==> src/rtl/rtr_pkg.sv <==
package rtr_pkg;
  parameter int RTR_OFF_W  = 12;
  parameter int RTR_BANK_W = 3;
  parameter int RTR_NIB_W  = 4;

  typedef enum logic [1:0] {RD_NONE, RD_LO, RD_HI} rd_kind_e;
endpackage

==> src/rtl/rtr_bank_map.sv <==
module rtr_bank_map #(
  parameter int OFF_W  = 12,
  parameter int BANK_W = 3,
  localparam int PHYS_W = OFF_W + BANK_W
) (
  input  logic              win_hi_i,
  input  logic [BANK_W-1:0] sel_i,
  input  logic [OFF_W-1:0]  off_i,
  output logic [PHYS_W-1:0] addr_o
);
  logic [BANK_W-1:0] bank;
  // switchable window sits one bank above the select value
  always_comb begin
    bank   = win_hi_i ? BANK_W'(sel_i + 1'b1) : '0;
    addr_o = {bank, off_i};
  end
endmodule

==> src/rtl/rtr_tbl_ptr.sv <==
module rtr_tbl_ptr #(
  parameter int OFF_W = 12,
  parameter int NIB_W = 4,
  localparam int NUM_NIB = OFF_W / NIB_W
) (
  input  logic               clk_i,
  input  logic               rst_ni,
  input  logic [NUM_NIB-1:0] ld_i,
  input  logic [NIB_W-1:0]   nib_i,
  input  logic               inc_i,
  output logic [OFF_W-1:0]   ptr_o
);
  logic [OFF_W-1:0] ptr_q;

  always_ff @(posedge clk_i or negedge rst_ni) begin
    if (!rst_ni) begin
      ptr_q <= '0;
    end else if (|ld_i) begin
      for (int i = 0; i < NUM_NIB; i++)
        if (ld_i[i]) ptr_q[i*NIB_W +: NIB_W] <= nib_i;
    end else if (inc_i) begin
      ptr_q <= ptr_q + 1'b1;
    end
  end

  assign ptr_o = ptr_q;

  assert_ptr_hold_R7: assert property (@(posedge clk_i) disable iff (!rst_ni)
    (!inc_i && ld_i == '0) |=> ptr_q == $past(ptr_q));
  assert_ptr_inc_R8: assert property (@(posedge clk_i) disable iff (!rst_ni)
    (inc_i && ld_i == '0) |=> ptr_q == OFF_W'($past(ptr_q) + 1'b1));
endmodule

==> src/rtl/rtr_nib_sel.sv <==
module rtr_nib_sel
  import rtr_pkg::*;
#(
  parameter int NIB_W = 4,
  localparam int BYTE_W = 2 * NIB_W
) (
  input  logic              clk_i,
  input  logic              rst_ni,
  input  rd_kind_e          kind_i,
  input  logic [BYTE_W-1:0] byte_i,
  output logic [NIB_W-1:0]  nib_o
);
  logic [NIB_W-1:0] nib_q;

  always_ff @(posedge clk_i or negedge rst_ni) begin
    if (!rst_ni) nib_q <= '0;
    else begin
      unique case (kind_i)
        RD_HI:   nib_q <= byte_i[BYTE_W-1:NIB_W];
        RD_LO:   nib_q <= byte_i[NIB_W-1:0];
        default: nib_q <= nib_q;
      endcase
    end
  end

  assign nib_o = nib_q;

  assert_nib_lo_R7: assert property (@(posedge clk_i) disable iff (!rst_ni)
    kind_i == RD_LO |=> nib_q == $past(byte_i[NIB_W-1:0]));
  assert_nib_hi_R8: assert property (@(posedge clk_i) disable iff (!rst_ni)
    kind_i == RD_HI |=> nib_q == $past(byte_i[BYTE_W-1:NIB_W]));
  assert_nib_hold_R9: assert property (@(posedge clk_i) disable iff (!rst_ni)
    kind_i == RD_NONE |=> $stable(nib_q));
endmodule

==> src/rtl/rom_table_reader.sv <==
module rom_table_reader
  import rtr_pkg::*;
#(
  parameter int OFF_W  = RTR_OFF_W,
  parameter int BANK_W = RTR_BANK_W,
  parameter int NIB_W  = RTR_NIB_W,
  localparam int PC_W    = OFF_W + 1,
  localparam int PHYS_W  = OFF_W + BANK_W,
  localparam int BYTE_W  = 2 * NIB_W,
  localparam int NUM_NIB = OFF_W / NIB_W
) (
  input  logic               clk_i,
  input  logic               rst_ni,
  input  logic [PC_W-1:0]    pc_i,
  output logic [PHYS_W-1:0]  fetch_addr_o,
  input  logic               bank_we_i,
  input  logic [BANK_W-1:0]  bank_sel_i,
  input  logic [NUM_NIB-1:0] ptr_ld_i,
  input  logic [NIB_W-1:0]   ptr_nib_i,
  input  logic               rd_lo_i,
  input  logic               rd_hi_i,
  output logic [PHYS_W-1:0]  tbl_addr_o,
  input  logic [BYTE_W-1:0]  tbl_byte_i,
  output logic [NIB_W-1:0]   nib_o
);
  logic [BANK_W-1:0] sel_q;
  logic [OFF_W-1:0]  ptr;
  rd_kind_e          kind;

  always_ff @(posedge clk_i or negedge rst_ni) begin
    if (!rst_ni)        sel_q <= '0;
    else if (bank_we_i) sel_q <= bank_sel_i;
  end

  always_comb begin
    if (rd_hi_i)      kind = RD_HI;
    else if (rd_lo_i) kind = RD_LO;
    else              kind = RD_NONE;
  end

  rtr_bank_map #(.OFF_W(OFF_W), .BANK_W(BANK_W)) u_fetch_map (
    .win_hi_i (pc_i[PC_W-1]),
    .sel_i    (sel_q),
    .off_i    (pc_i[OFF_W-1:0]),
    .addr_o   (fetch_addr_o)
  );

  rtr_bank_map #(.OFF_W(OFF_W), .BANK_W(BANK_W)) u_tbl_map (
    .win_hi_i (1'b1),
    .sel_i    (sel_q),
    .off_i    (ptr),
    .addr_o   (tbl_addr_o)
  );

  rtr_tbl_ptr #(.OFF_W(OFF_W), .NIB_W(NIB_W)) u_ptr (
    .clk_i  (clk_i),
    .rst_ni (rst_ni),
    .ld_i   (ptr_ld_i),
    .nib_i  (ptr_nib_i),
    .inc_i  (rd_hi_i),
    .ptr_o  (ptr)
  );

  rtr_nib_sel #(.NIB_W(NIB_W)) u_nib (
    .clk_i  (clk_i),
    .rst_ni (rst_ni),
    .kind_i (kind),
    .byte_i (tbl_byte_i),
    .nib_o  (nib_o)
  );

  assert_lower_bank0_R1: assert property (@(posedge clk_i) disable iff (!rst_ni)
    !pc_i[PC_W-1] |-> fetch_addr_o[PHYS_W-1:OFF_W] == '0);
  assert_sel_write_R4: assert property (@(posedge clk_i) disable iff (!rst_ni)
    bank_we_i |=> sel_q == $past(bank_sel_i));
  assert_upper_same_bank_R6: assert property (@(posedge clk_i) disable iff (!rst_ni)
    pc_i[PC_W-1] |-> fetch_addr_o[PHYS_W-1:OFF_W] == tbl_addr_o[PHYS_W-1:OFF_W]);
endmodule

==> config.mk <==
export PLATFORM = sky130hd
export DESIGN_NAME = rom_table_reader
export DESIGN_NICKNAME = d
export VERILOG_FILES = /design/src/rtl/rtr_pkg.sv /design/src/rtl/rtr_bank_map.sv /design/src/rtl/rtr_tbl_ptr.sv /design/src/rtl/rtr_nib_sel.sv /design/src/rtl/rom_table_reader.sv
export SDC_FILE = /design/constraint.sdc
export NUM_CORES = 1
export LEC_CHECK = 0
export BUFFER_PORTS_ARGS = -buffer_cell sky130_fd_sc_hd__buf_2
export CORE_MARGIN = 2
export CORE_UTILIZATION = 25
export CTS_BUF_LIST = sky130_fd_sc_hd__clkbuf_16
export CTS_CLUSTER_DIAMETER = 60
export DETAILED_ROUTE_END_ITERATION = 7
export GPL_TIMING_DRIVEN = 0
export SLEW_MARGIN = 20
export SYNTH_ARGS = -nofsm -noshare
export SYNTH_HDL_FRONTEND = slang
export SYNTH_SLANG_ARGS = --single-unit
==> constraint.sdc <==
create_clock -name clk_i -period 1.3 [get_ports clk_i]
set_input_delay 0.065 -clock clk_i [delete_from_list [all_inputs] [get_ports clk_i]]
set_output_delay 0.065 -clock clk_i [all_outputs]
set_load 0.01 [all_outputs]
==> summary.md <==
| Metric | Value |
|---|---|
| Status | complete, but fails checks |
| Violated checks | setup timing |
| Routability Congestion | 0.793 |
| Remaining antenna violation count after routing | 0 |
| # setup viols final | 6 |
| Die Y | 72.6 um |
| Reg clk slew, reported paths | 0.05 ns |
| HPWL Detailed | 2.24 mm |
| FP Rows | 24 |
| Post-synthesis sequential area ratio | 0.405 |
| Met3 GRT Util | 0.0389 |
| Die X | 72.6 um |
| GR met1 Demand/Resource | 0.140 |
| Hold crit path type | input port to flip-flop |
| Critical Path AT | 1.54 ns |
| Post-place instance area | 0.00152 mm^2 |
| Worst Hold Slack | 0.0197 ns |
| Cells after Synth | 123 |
| Layout cells sized above 1 | 0.536 |
| 1st-pass router iterations | 4 |
| Gr busiest metal | met2 |
| Final period util | 1.09 |
| Critical Path Source Type | flip-flop |
| Setup TNS Final | -0.352 ns |
| Diodes inserted | 0 |
| Initial Util | 0.264 |
| Post-route DRC | 0 |
| Count of maximum capacitance violations | 0 |
| IO Port Bufs | 55 |
| Worst Slack Setup Final | -0.116 ns |
| Final count of pins violating max slew | 0 |
| Pwr dens | 1050 mW/mm^2 |
| Leakage | 0.851 nW |
| Detailed-route wire length per cell | 12.5 um |
| Post-route insts no fill | 244 |
| Critical path type | flip-flop to flip-flop |
| Total track usage | 0.116 |
| CTS sink count | 19 |
| IO Count | 70 |
| Die Area | 0.00526 mm^2 |
| Vias per cell | 4.79 |
| Syn Nets | 161 |
| Avg Cell Area, Syn | 9.55 um^2 |
| Layout area overhead | 51.4% |
| WHS Path Cells | 3 |
| Total wire length | 3.05 mm |
| Utilization after layout | 0.400 |
| Fillers | 450 |
| CP required | 1.42 ns |
| Critical-path maximum fanout | 3 |
| FF+latch count, synth | 19 |
| Commonest non-fill, non-tap cell in the layout | buf_2 |
| Final Cell Area | 0.00178 mm^2 |
| Synth cell types | 29 |
| Worst Max-Slew Pin Slew | 0.771 ns |
| Fmax | 706 MHz |
| CTS Root Cell | clkbuf_16 |
| Core footprint | 0.00444 mm^2 |
| Mapped Area | 0.00117 mm^2 |
| Slew HR | 0.482 |
| Vias in the first global route | 1104 |
| Htree depth | 1 |
| First-pass GRT wire length | 4.77 mm |
| Largest net degree at the start of global routing | 20 |
| Initial antenna violation count | 0 |
| Final hold violations | 0 |
| DR iter-0 viols | 28 |
| Final min period | 1.42 ns |
| R2R cell count | 6 |
| Cts bufs inserted | 3 |
| Clock Path Buffers | 2 |
| Unrepaired setup endpoints after global routing | yes |
| DP Cell Count | 230 |
| YS warnings | 0 |
| Vias | 1168 |
| Most frequent cells in the layout | 55 x buf_2, 21 x buf_4, 14 x dfrtp_1 |
| Clk_lat worst skew | 0.25 ns |
| Skew final | 0.00136 ns |
| Grt ovf | 0 |
| CP endpoint kind | flip-flop |
| Fin nets | 231 |
| Met2 Use GR | 0.203 |
| CTS tree | yes |
| Peak supply drop | 0.000477 V |
cells in the mapped netlist:
cell	n	area share
ha_1	2	0.021
and3_1	2	0.011
clkbuf_1	5	0.016
xnor2_1	2	0.015
mux2_2	2	0.019
nor4_4	1	0.018
nor4b_4	1	0.020
a221o_1	2	0.017
and2_1	2	0.011
o21ai_1	1	0.0043
xor2_1	1	0.0075
buf_4	12	0.077
dfrtp_1	19	0.40
a222oi_1	1	0.0085
or3b_4	1	0.0096
nand4_1	1	0.0053
inv_1	7	0.022
o21ai_0	12	0.051
nand2_1	12	0.038
o211ai_1	2	0.013
nand3_1	3	0.013
nor2_1	4	0.013
a311oi_1	1	0.0075
mux2i_1	10	0.085
a221oi_1	5	0.037
nor3_1	9	0.038
nor2b_1	1	0.0053
a22oi_1	1	0.0064
nor4_1	1	0.0053
routing by layer:
layer	vias to the layer above	wire (um)
li1	578	-
met1	537	1330
met2	51	1460
met3	2	240
met4	0	19
met5	-	0
kinds of logic (layout without fill, tap and decap cells):
logic type               Yosys count  count (layout)  synth area share
AND/OR/NAND/NOR                   38              38             0.187
adder cells (fa/ha/maj)            2               2            0.0213
multiplexers                      12              12             0.104
flip-flops                        19              19             0.405
buffers and inverters             24              93             0.115
AO/OA/AOI/OAI                     25              25             0.145
XOR/XNOR                           3               3            0.0224
report_power, final:
group	switching, mW	leakage (nW)	internal [mW]
combinational	0.251	0.591	0.242
clock	0.227	0.0409	0.413
sequential	0.0712	0.220	0.656
total	0.550	0.851	1.31
stage by stage:
step           power [mW]  setup slack [ns]
2_1_floorplan       0.965           -0.0947
3_3_place_gp         1.14            -0.282
3_5_place_dp         1.15            -0.264
4_1_cts              1.86            -0.118
5_1_grt              1.98            -0.188
6_report             1.86            -0.116
critical path: stages (launching register included):
cell and delay, ns:
dfrtp_1 0.39, ha_4 0.15, nand4_1 0.18, buf_4 0.20, nor4_4 0.14, xnor2_1 0.14
o21ai_1 0.07
timing repair:
item | in CTS | in global routing
pin swaps | 8 | 8
setup buffers | 5 | 4
hold buffers | 1 | 0
endpoints found under the hold margin | 19 | 0
setup endpoints to repair | 9 | 13
gates resized for setup | 16 | 9
area by class of cell:
| type | count | area (um^2) | share of cell area |
|---|---|---|---|
| multi-input combinational | 80 | 664 | 0.373 |
| sequential | 19 | 482 | 0.271 |
| tap | 52 | 65.1 | 0.0366 |
| clock inverter | 1 | 5.00 | 0.00281 |
| inverter | 7 | 26.3 | 0.0148 |
| timing repair buffer | 65 | 353 | 0.198 |
| clock buffer | 3 | 75.1 | 0.0422 |
| buffer | 17 | 109 | 0.0612 |
flip-flops by register name, indices dropped and copies added, names as in the netlist:
signal / count
u_nib.nib_o: 4
sel_q: 3
u_ptr.ptr_o: 12
worst paths after layout:
check / end / slack, ns / startpoint
max: u_ptr.ptr_o[10]$_DFFE_PN0P_ / -0.12 / u_ptr.ptr_o[1]$_DFFE_PN0P_
min: u_nib.nib_o[2]$_DFFE_PN0P_ / 0.02 / tbl_byte_i[6]
max reg2reg: u_ptr.ptr_o[10]$_DFFE_PN0P_ / -0.12 / u_ptr.ptr_o[1]$_DFFE_PN0P_
min reg2reg: u_ptr.ptr_o[11]$_DFFE_PN0P_ / 0.48 / u_ptr.ptr_o[11]$_DFFE_PN0P_
max in group asynchronous: u_ptr.ptr_o[6]$_DFFE_PN0P_ / 0.69 / rst_ni
min in group asynchronous: u_ptr.ptr_o[11]$_DFFE_PN0P_ / 0.28 / rst_ni
No activity file was read; power rests on OpenSTA's default activity.
